### config.mk
export PLATFORM = sky130hd
export DESIGN_NAME = mdio_mgmt_ctrl
export DESIGN_NICKNAME = d
export VERILOG_FILES = /design/src/rtl/mdio_mgmt_pkg.sv /design/src/rtl/mdio_clk_div.sv /design/src/rtl/mdio_frame_eng.sv /design/src/rtl/mdio_mgmt_ctrl.sv
export SDC_FILE = /design/constraint.sdc
export NUM_CORES = 1
export LEC_CHECK = 0
export ABC_CLOCK_PERIOD_IN_PS = 13300
export BUFFER_PORTS_ARGS = -buffer_cell sky130_fd_sc_hd__buf_2
export CAP_MARGIN = 20
export CELL_PAD_IN_SITES_DETAIL_PLACEMENT = 0
export CELL_PAD_IN_SITES_GLOBAL_PLACEMENT = 2
export CORE_ASPECT_RATIO = 1.2
export CORE_MARGIN = 3
export CORE_UTILIZATION = 40
export DETAILED_ROUTE_END_ITERATION = 16
export GPL_ROUTABILITY_DRIVEN = 0
export PLACE_DENSITY = 0.91
export SKIP_CTS_REPAIR_TIMING = 1
export SYNTH_ARGS = -nofsm -noshare
export SYNTH_HDL_FRONTEND = slang
export SYNTH_SLANG_ARGS = --single-unit
### constraint.sdc
create_clock -name clk -period 13.3 [get_ports clk]
set_input_delay 1.995 -clock clk [delete_from_list [all_inputs] [get_ports clk]]
set_output_delay 1.995 -clock clk [all_outputs]
set_load 0.02 [all_outputs]
### src/rtl/mdio_mgmt_pkg.sv
package mdio_mgmt_pkg;
  localparam int FRAME_BITS = 64;
  localparam int IDX_W      = $clog2(FRAME_BITS);
  localparam int TA_IDX     = 46;
  localparam int DATA_IDX   = 48;
  localparam int SEL_W      = 3;

  typedef enum logic [2:0] {
    W_CFG = 3'd0,
    W_CMD = 3'd1,
    W_ADR = 3'd2,
    W_CTL = 3'd3,
    W_STA = 3'd4,
    W_IND = 3'd5
  } word_e;

  function automatic logic [FRAME_BITS-1:0] build_frame(
    input logic        rd,
    input logic [4:0]  phy,
    input logic [4:0]  rg,
    input logic [15:0] data
  );
    logic [1:0]  op;
    logic [1:0]  ta;
    logic [15:0] dd;
    op = rd ? 2'b10 : 2'b01;
    ta = rd ? 2'b11 : 2'b10;
    dd = rd ? 16'hFFFF : data;
    return {32'hFFFF_FFFF, 2'b01, op, phy, rg, ta, dd};
  endfunction
endpackage

### src/rtl/mdio_clk_div.sv
module mdio_clk_div #(
  parameter int SEL_W = 3
) (
  input  logic             clk,
  input  logic             rst_n,
  input  logic             run,
  input  logic [SEL_W-1:0] sel,
  output logic             tick
);
  localparam int CNT_W = 2 ** SEL_W;

  logic [CNT_W-1:0] cnt_q, cnt_d, last;

  always_comb begin
    last  = {CNT_W{1'b1}} >> (CNT_W - 1 - int'(sel));
    tick  = run && (cnt_q == last);
    cnt_d = cnt_q;
    if (!run || tick) cnt_d = '0;
    else              cnt_d = cnt_q + 1'b1;
  end

  always_ff @(posedge clk or negedge rst_n) begin
    if (!rst_n) cnt_q <= '0;
    else        cnt_q <= cnt_d;
  end
endmodule

### src/rtl/mdio_frame_eng.sv
module mdio_frame_eng
  import mdio_mgmt_pkg::*;
(
  input  logic        clk,
  input  logic        rst_n,
  input  logic        clr,
  input  logic        start,
  input  logic        is_read,
  input  logic [4:0]  phy,
  input  logic [4:0]  rg,
  input  logic [15:0] wdata,
  input  logic        tick,
  input  logic        mdio_i,
  output logic        busy,
  output logic        mdc,
  output logic        mdio_o,
  output logic        mdio_oe,
  output logic [15:0] rd_data,
  output logic        rd_done
);
  logic                  busy_q, busy_d, mdc_q, mdc_d, rd_q, rd_d;
  logic [FRAME_BITS-1:0] sh_q, sh_d;
  logic [IDX_W-1:0]      idx_q, idx_d;
  logic [15:0]           cap_q, cap_d;
  logic                  last_bit;

  assign last_bit = (idx_q == IDX_W'(FRAME_BITS - 1));

  always_comb begin
    busy_d  = busy_q;
    mdc_d   = mdc_q;
    rd_d    = rd_q;
    sh_d    = sh_q;
    idx_d   = idx_q;
    cap_d   = cap_q;
    rd_done = 1'b0;
    if (clr) begin
      busy_d = 1'b0;
      mdc_d  = 1'b0;
      idx_d  = '0;
    end else if (start && !busy_q) begin
      busy_d = 1'b1;
      mdc_d  = 1'b0;
      idx_d  = '0;
      rd_d   = is_read;
      cap_d  = '0;
      sh_d   = build_frame(is_read, phy, rg, wdata);
    end else if (busy_q && tick) begin
      if (!mdc_q) begin
        mdc_d = 1'b1;
        if (rd_q && idx_q >= IDX_W'(DATA_IDX)) cap_d = {cap_q[14:0], mdio_i};
      end else begin
        mdc_d = 1'b0;
        if (last_bit) begin
          busy_d  = 1'b0;
          rd_done = rd_q;
        end else begin
          idx_d = idx_q + 1'b1;
          sh_d  = {sh_q[FRAME_BITS-2:0], 1'b0};
        end
      end
    end
  end

  always_ff @(posedge clk or negedge rst_n) begin
    if (!rst_n) begin
      busy_q <= 1'b0;
      mdc_q  <= 1'b0;
      rd_q   <= 1'b0;
      sh_q   <= '0;
      idx_q  <= '0;
      cap_q  <= '0;
    end else begin
      busy_q <= busy_d;
      mdc_q  <= mdc_d;
      rd_q   <= rd_d;
      sh_q   <= sh_d;
      idx_q  <= idx_d;
      cap_q  <= cap_d;
    end
  end

  assign busy    = busy_q;
  assign mdc     = mdc_q;
  assign mdio_o  = sh_q[FRAME_BITS-1];
  assign mdio_oe = busy_q && !(rd_q && idx_q >= IDX_W'(TA_IDX));
  assign rd_data = cap_q;

  // pin value holds through the high half of MDC
  a_r11_pin_stable_high: assert property (@(posedge clk) disable iff (!rst_n)
    (mdc_q && $past(mdc_q)) |-> $stable(mdio_o));
  // each divider tick during a frame flips MDC
  a_r10_tick_flips_mdc: assert property (@(posedge clk) disable iff (!rst_n)
    (busy_q && tick && !clr) |=> (mdc_q != $past(mdc_q)));
  // an idle engine keeps the line quiet
  a_r1_idle_quiet: assert property (@(posedge clk) disable iff (!rst_n)
    !busy_q |-> (!mdc_q && !mdio_oe));
endmodule

### src/rtl/mdio_mgmt_ctrl.sv
module mdio_mgmt_ctrl
  import mdio_mgmt_pkg::*;
#(
  parameter int ADDR_W = 5
) (
  input  logic              clk,
  input  logic              rst_n,
  input  logic [ADDR_W-1:0] reg_addr,
  input  logic              reg_wr,
  input  logic [31:0]       reg_wdata,
  input  logic              reg_rd,
  output logic [31:0]       reg_rdata,
  output logic              mdc,
  output logic              mdio_o,
  output logic              mdio_oe,
  input  logic              mdio_i
);
  logic [1:0]       rst_pipe;
  logic             rst_s_n;
  logic [2:0]       word;
  logic [SEL_W-1:0] div_q;
  logic             srst_q, cmd_q, nv_q;
  logic [4:0]       phy_q, rg_q;
  logic [15:0]      ctl_q, sta_q, rd_data;
  logic [31:0]      rdata_q, rmux;
  logic             busy, tick, rd_done, start_wr, start_rd, wr_ok;

  always_ff @(posedge clk or negedge rst_n) begin
    if (!rst_n) rst_pipe <= 2'b00;
    else        rst_pipe <= {rst_pipe[0], 1'b1};
  end
  assign rst_s_n = rst_pipe[1];

  assign word     = reg_addr[ADDR_W-1:2];
  assign wr_ok    = !busy && !srst_q;
  assign start_wr = reg_wr && word == W_CTL && wr_ok;
  assign start_rd = reg_wr && word == W_CMD && reg_wdata[0] && !cmd_q && wr_ok;

  always_comb begin
    rmux = '0;
    unique case (word)
      W_CFG:   rmux = {srst_q, 28'd0, div_q};
      W_CMD:   rmux = {31'd0, cmd_q};
      W_ADR:   rmux = {19'd0, phy_q, 3'd0, rg_q};
      W_CTL:   rmux = {16'd0, ctl_q};
      W_STA:   rmux = {16'd0, sta_q};
      W_IND:   rmux = {29'd0, nv_q, 1'b0, busy};
      default: rmux = '0;
    endcase
  end

  always_ff @(posedge clk or negedge rst_s_n) begin
    if (!rst_s_n) begin
      div_q   <= 3'd7;
      srst_q  <= 1'b0;
      cmd_q   <= 1'b0;
      phy_q   <= '0;
      rg_q    <= '0;
      ctl_q   <= '0;
      sta_q   <= '0;
      nv_q    <= 1'b0;
      rdata_q <= '0;
    end else begin
      if (reg_wr && word == W_CFG) begin
        div_q  <= reg_wdata[SEL_W-1:0];
        srst_q <= reg_wdata[31];
      end
      if (reg_wr && word == W_CMD) cmd_q <= reg_wdata[0];
      if (reg_wr && word == W_ADR) begin
        phy_q <= reg_wdata[12:8];
        rg_q  <= reg_wdata[4:0];
      end
      if (start_wr) ctl_q <= reg_wdata[15:0];
      if (srst_q)        nv_q <= 1'b0;
      else if (start_rd) nv_q <= 1'b1;
      else if (rd_done) begin
        nv_q  <= 1'b0;
        sta_q <= rd_data;
      end
      if (reg_rd) rdata_q <= rmux;
    end
  end

  assign reg_rdata = rdata_q;

  mdio_clk_div #(.SEL_W(SEL_W)) u_div (
    .clk(clk), .rst_n(rst_s_n), .run(busy), .sel(div_q), .tick(tick)
  );

  mdio_frame_eng u_eng (
    .clk(clk), .rst_n(rst_s_n), .clr(srst_q), .start(start_wr || start_rd),
    .is_read(start_rd), .phy(phy_q), .rg(rg_q), .wdata(reg_wdata[15:0]),
    .tick(tick), .mdio_i(mdio_i), .busy(busy), .mdc(mdc), .mdio_o(mdio_o),
    .mdio_oe(mdio_oe), .rd_data(rd_data), .rd_done(rd_done)
  );

  // not-valid only while a frame runs
  a_r6_nv_within_busy: assert property (@(posedge clk) disable iff (!rst_s_n)
    nv_q |-> busy);
  // soft reset drops busy on the next edge
  a_r9_abort_clears: assert property (@(posedge clk) disable iff (!rst_s_n)
    srst_q |=> !busy);
  // a data write during a frame leaves the register alone
  a_r8_ctl_kept: assert property (@(posedge clk) disable iff (!rst_s_n)
    (busy && reg_wr && word == W_CTL) |=> $stable(ctl_q));
  // a held read bit starts nothing
  a_r7_no_restart: assert property (@(posedge clk) disable iff (!rst_s_n)
    (!busy && reg_wr && word == W_CMD && cmd_q) |=> !busy);
endmodule

==> results.cfg <==
[flow_run]
drv_cap = 0

[routing]
viasPerCell = 5.41
dr.pass1.iters = 5
drc = 0
wire_per_inst_um = 16.3
num_vias = 5782
drt_iter0_markers = 362
antenna_left = 0
totalWireLength_um = 17400

[yosys]
synth_edf_count = 0
synth_top_area_share_pct = 52.8
ys_types = 53
synth_common_cells = dfrtp_1 (161), nand2_1 (91), nor2_1 (89)
synth_seq_cells = 164
synth_top_flop_cell = dfrtp_1
netlist_area_um2 = 7630
synth_area_leaders = dfrtp_1 (53%), nand2_1 (4.5%), nor2_1 (4.4%), mux2_2 (3.5%), a21oi_1 (3.1%)
syn_area_per_cell_um2 = 9.72
synth_area_leader_cell = dfrtp_1
synthCells = 785
synth_warnings = 0
synth.most_common_cell = dfrtp_1
synth-seq-area-share_pct = 53.9
async_flop_share_pct = 100

[floorplanning]
start_util_pct = 41.4
die-height_um = 157
io_pins = 77
core.rowCount = 54
die_width_um = 132
core-area_um2 = 18400
dieArea_um2 = 20800

[clocking]
cts_buffers = 17
cts.sinks = 164
path_clk_slew_ps = 60
htreeDepth = 4
clockBufferDepth = 2
cts_tree = done
insertion_delay_ps = 430
clock-root-buffer = clkbuf_16

[global_routing]
grt_pass1_wl_um = 29300
grt_max_degree = 80
grt_pass1_vias = 5807
grt.total_usage_pct = 17.3
antenna_found_initial = 0
grt_remaining_overflow = 0

[critical_path]
worstSetupPathType = in -> reg
cp_cell_sequence = buf_2, nand2b_1, nor3b_1, nand3_1, nand2_1, buf_16, nor2_1, a21oi_1
cp_top_family = simple AND/OR/NAND/NOR gates
end_kind = register
cp.required_ps = 13650
worstPathMaxFanout = 24
crit_path_top_delay_cell = nor3b_1
cp_num_buf_inv = 2
cp-start-kind = input port
crit_arrival_ps = 4410
critical_path.max_stage_delay_ps = 610

[layout]
diodes = 0
area_growth_pct = 13.4
multiInputGateArea_um2 = 3130
instances_no_fill = 1068
fill_cells = 1788
regArea_um2 = 4110
final_design_area_no_fill_um2 = 8650
drive_above_1_share_pct = 17.2
final_nets = 847

[outcome]
status = complete, no violations

[timing]
worst_pin_slew_ps = 982
setup_viol = 0
slew_violations = 0
final_hold_viol_count = 0
finClkSkew_ps = 10.1
whs_ps = 181
rsz0062_at_grt = no
post-route-period-util_pct = 30.5
relSlewSlack_pct = 34.5
period_minus_slack_ps = 4060
fmax_mhz = 246
setup_tns_ps = 0

[placement]
placed_area_um2 = 7980
dp_cells = 1033
io_buffers = 44
dp_hpwl_um = 11100

[power_and_ir_drop]
p_per_area_nw_per_um2 = 151
p_leak_nw = 3.69
power.total_mw = 1.31
ir_drop_mv = 0.0895

[hold_path]
min_path_type = reg -> async
[per-layer routing]
| layer | wire length (µm) | global-route usage (%) | vias up |
|---|---|---|---|
| met4 | 431 | 7.35 | 0 |
| met3 | 635 | 3.48 | 33 |
| met5 | 0 | 0 | - |
| met1 | 7800 | 22.7 | 2887 |
| li1 | - | - | 2742 |
| met2 | 8490 | 28.3 | 120 |
[cell families after synthesis]
group	Yosys count	share of synthesized area [%]
AND/OR/NAND/NOR	283	16.7
AO/OA/AOI/OAI	165	13.5
flip-flops	164	53.9
buffers and inverters	106	6.36
multiplexers	56	8.40
XOR/XNOR	7	0.804
adder cells (fa/ha/maj)	2	0.328
other	2	0.0985
[stage by stage]
stage | utilization, % | setup WS (ps)
final | 46.9 | 9240
after global routing | 46.9 | 9090
after CTS | 46.5 | 8950
after detailed placement | 43.2 | 8490
after global placement | 43.2 | 8590
after floorplan | - | 8400
[worst paths after layout]
kind,start,end,slack [ps],cells past startpoint
setup / recovery,reg_addr[4],u_eng.sh_q[30],9240,8
hold / removal,rst_pipe[1],u_div.cnt_q[1],180,0
setup reg to reg,div_q[1],sta_q[15],10170,8
hold reg to reg,rst_pipe[1],u_div.cnt_q[1],180,0
max in group asynchronous,rst_n,rst_pipe[1],11850,1
min in group clk,rst_pipe[0],rst_pipe[1],350,0
[flip-flops by register name, summed over array words and instances, names as in the netlist, 2 cells and up]
signal and count:
rg_q 5, u_div.cnt_q 8, u_eng.rd_data 16, u_eng.sh_q 64
phy_q 5, rst_pipe 2, div_q 3, reg_rdata 17
ctl_q 16, u_eng.idx_q 6, sta_q 16
[cells in the final DEF, fill, tap and decap left out, drive strengths merged, types with 3 or more instances in the layout]
cell type / n
a21boi: 4
a21oi: 48
a22oi: 14
a31o: 5
a31oi: 25
and3: 4
buf: 58
clkbuf: 20
clkinv: 4
conb: 16
dfrtp: 161
dfstp: 3
inv: 38
mux2: 34
mux2i: 22
nand2: 91
nand2b: 4
nand3: 30
nand4: 8
nor2: 89
nor2b: 3
nor3: 40
nor3b: 4
o211ai: 5
o21ai: 37
o22ai: 9
o31ai: 3
o32ai: 5
or4: 3
xnor2: 4
xor2: 3
[cell type report]
type	count	share of cell area, %
well taps	252	3.64
clock buffers	20	5.28
flip-flops and latches	164	47.5
clock inverters	12	1.65
multi-input cells	529	36.1
inverters	33	1.43
repair buffers	58	4.34
[where the power goes]
group	switching [mW]	total, mW	internal (mW)
clock network	0.208	0.498	0.290
registers	0.0586	0.643	0.585
logic	0.0960	0.169	0.0730
(Power assumes the default switching activity.)
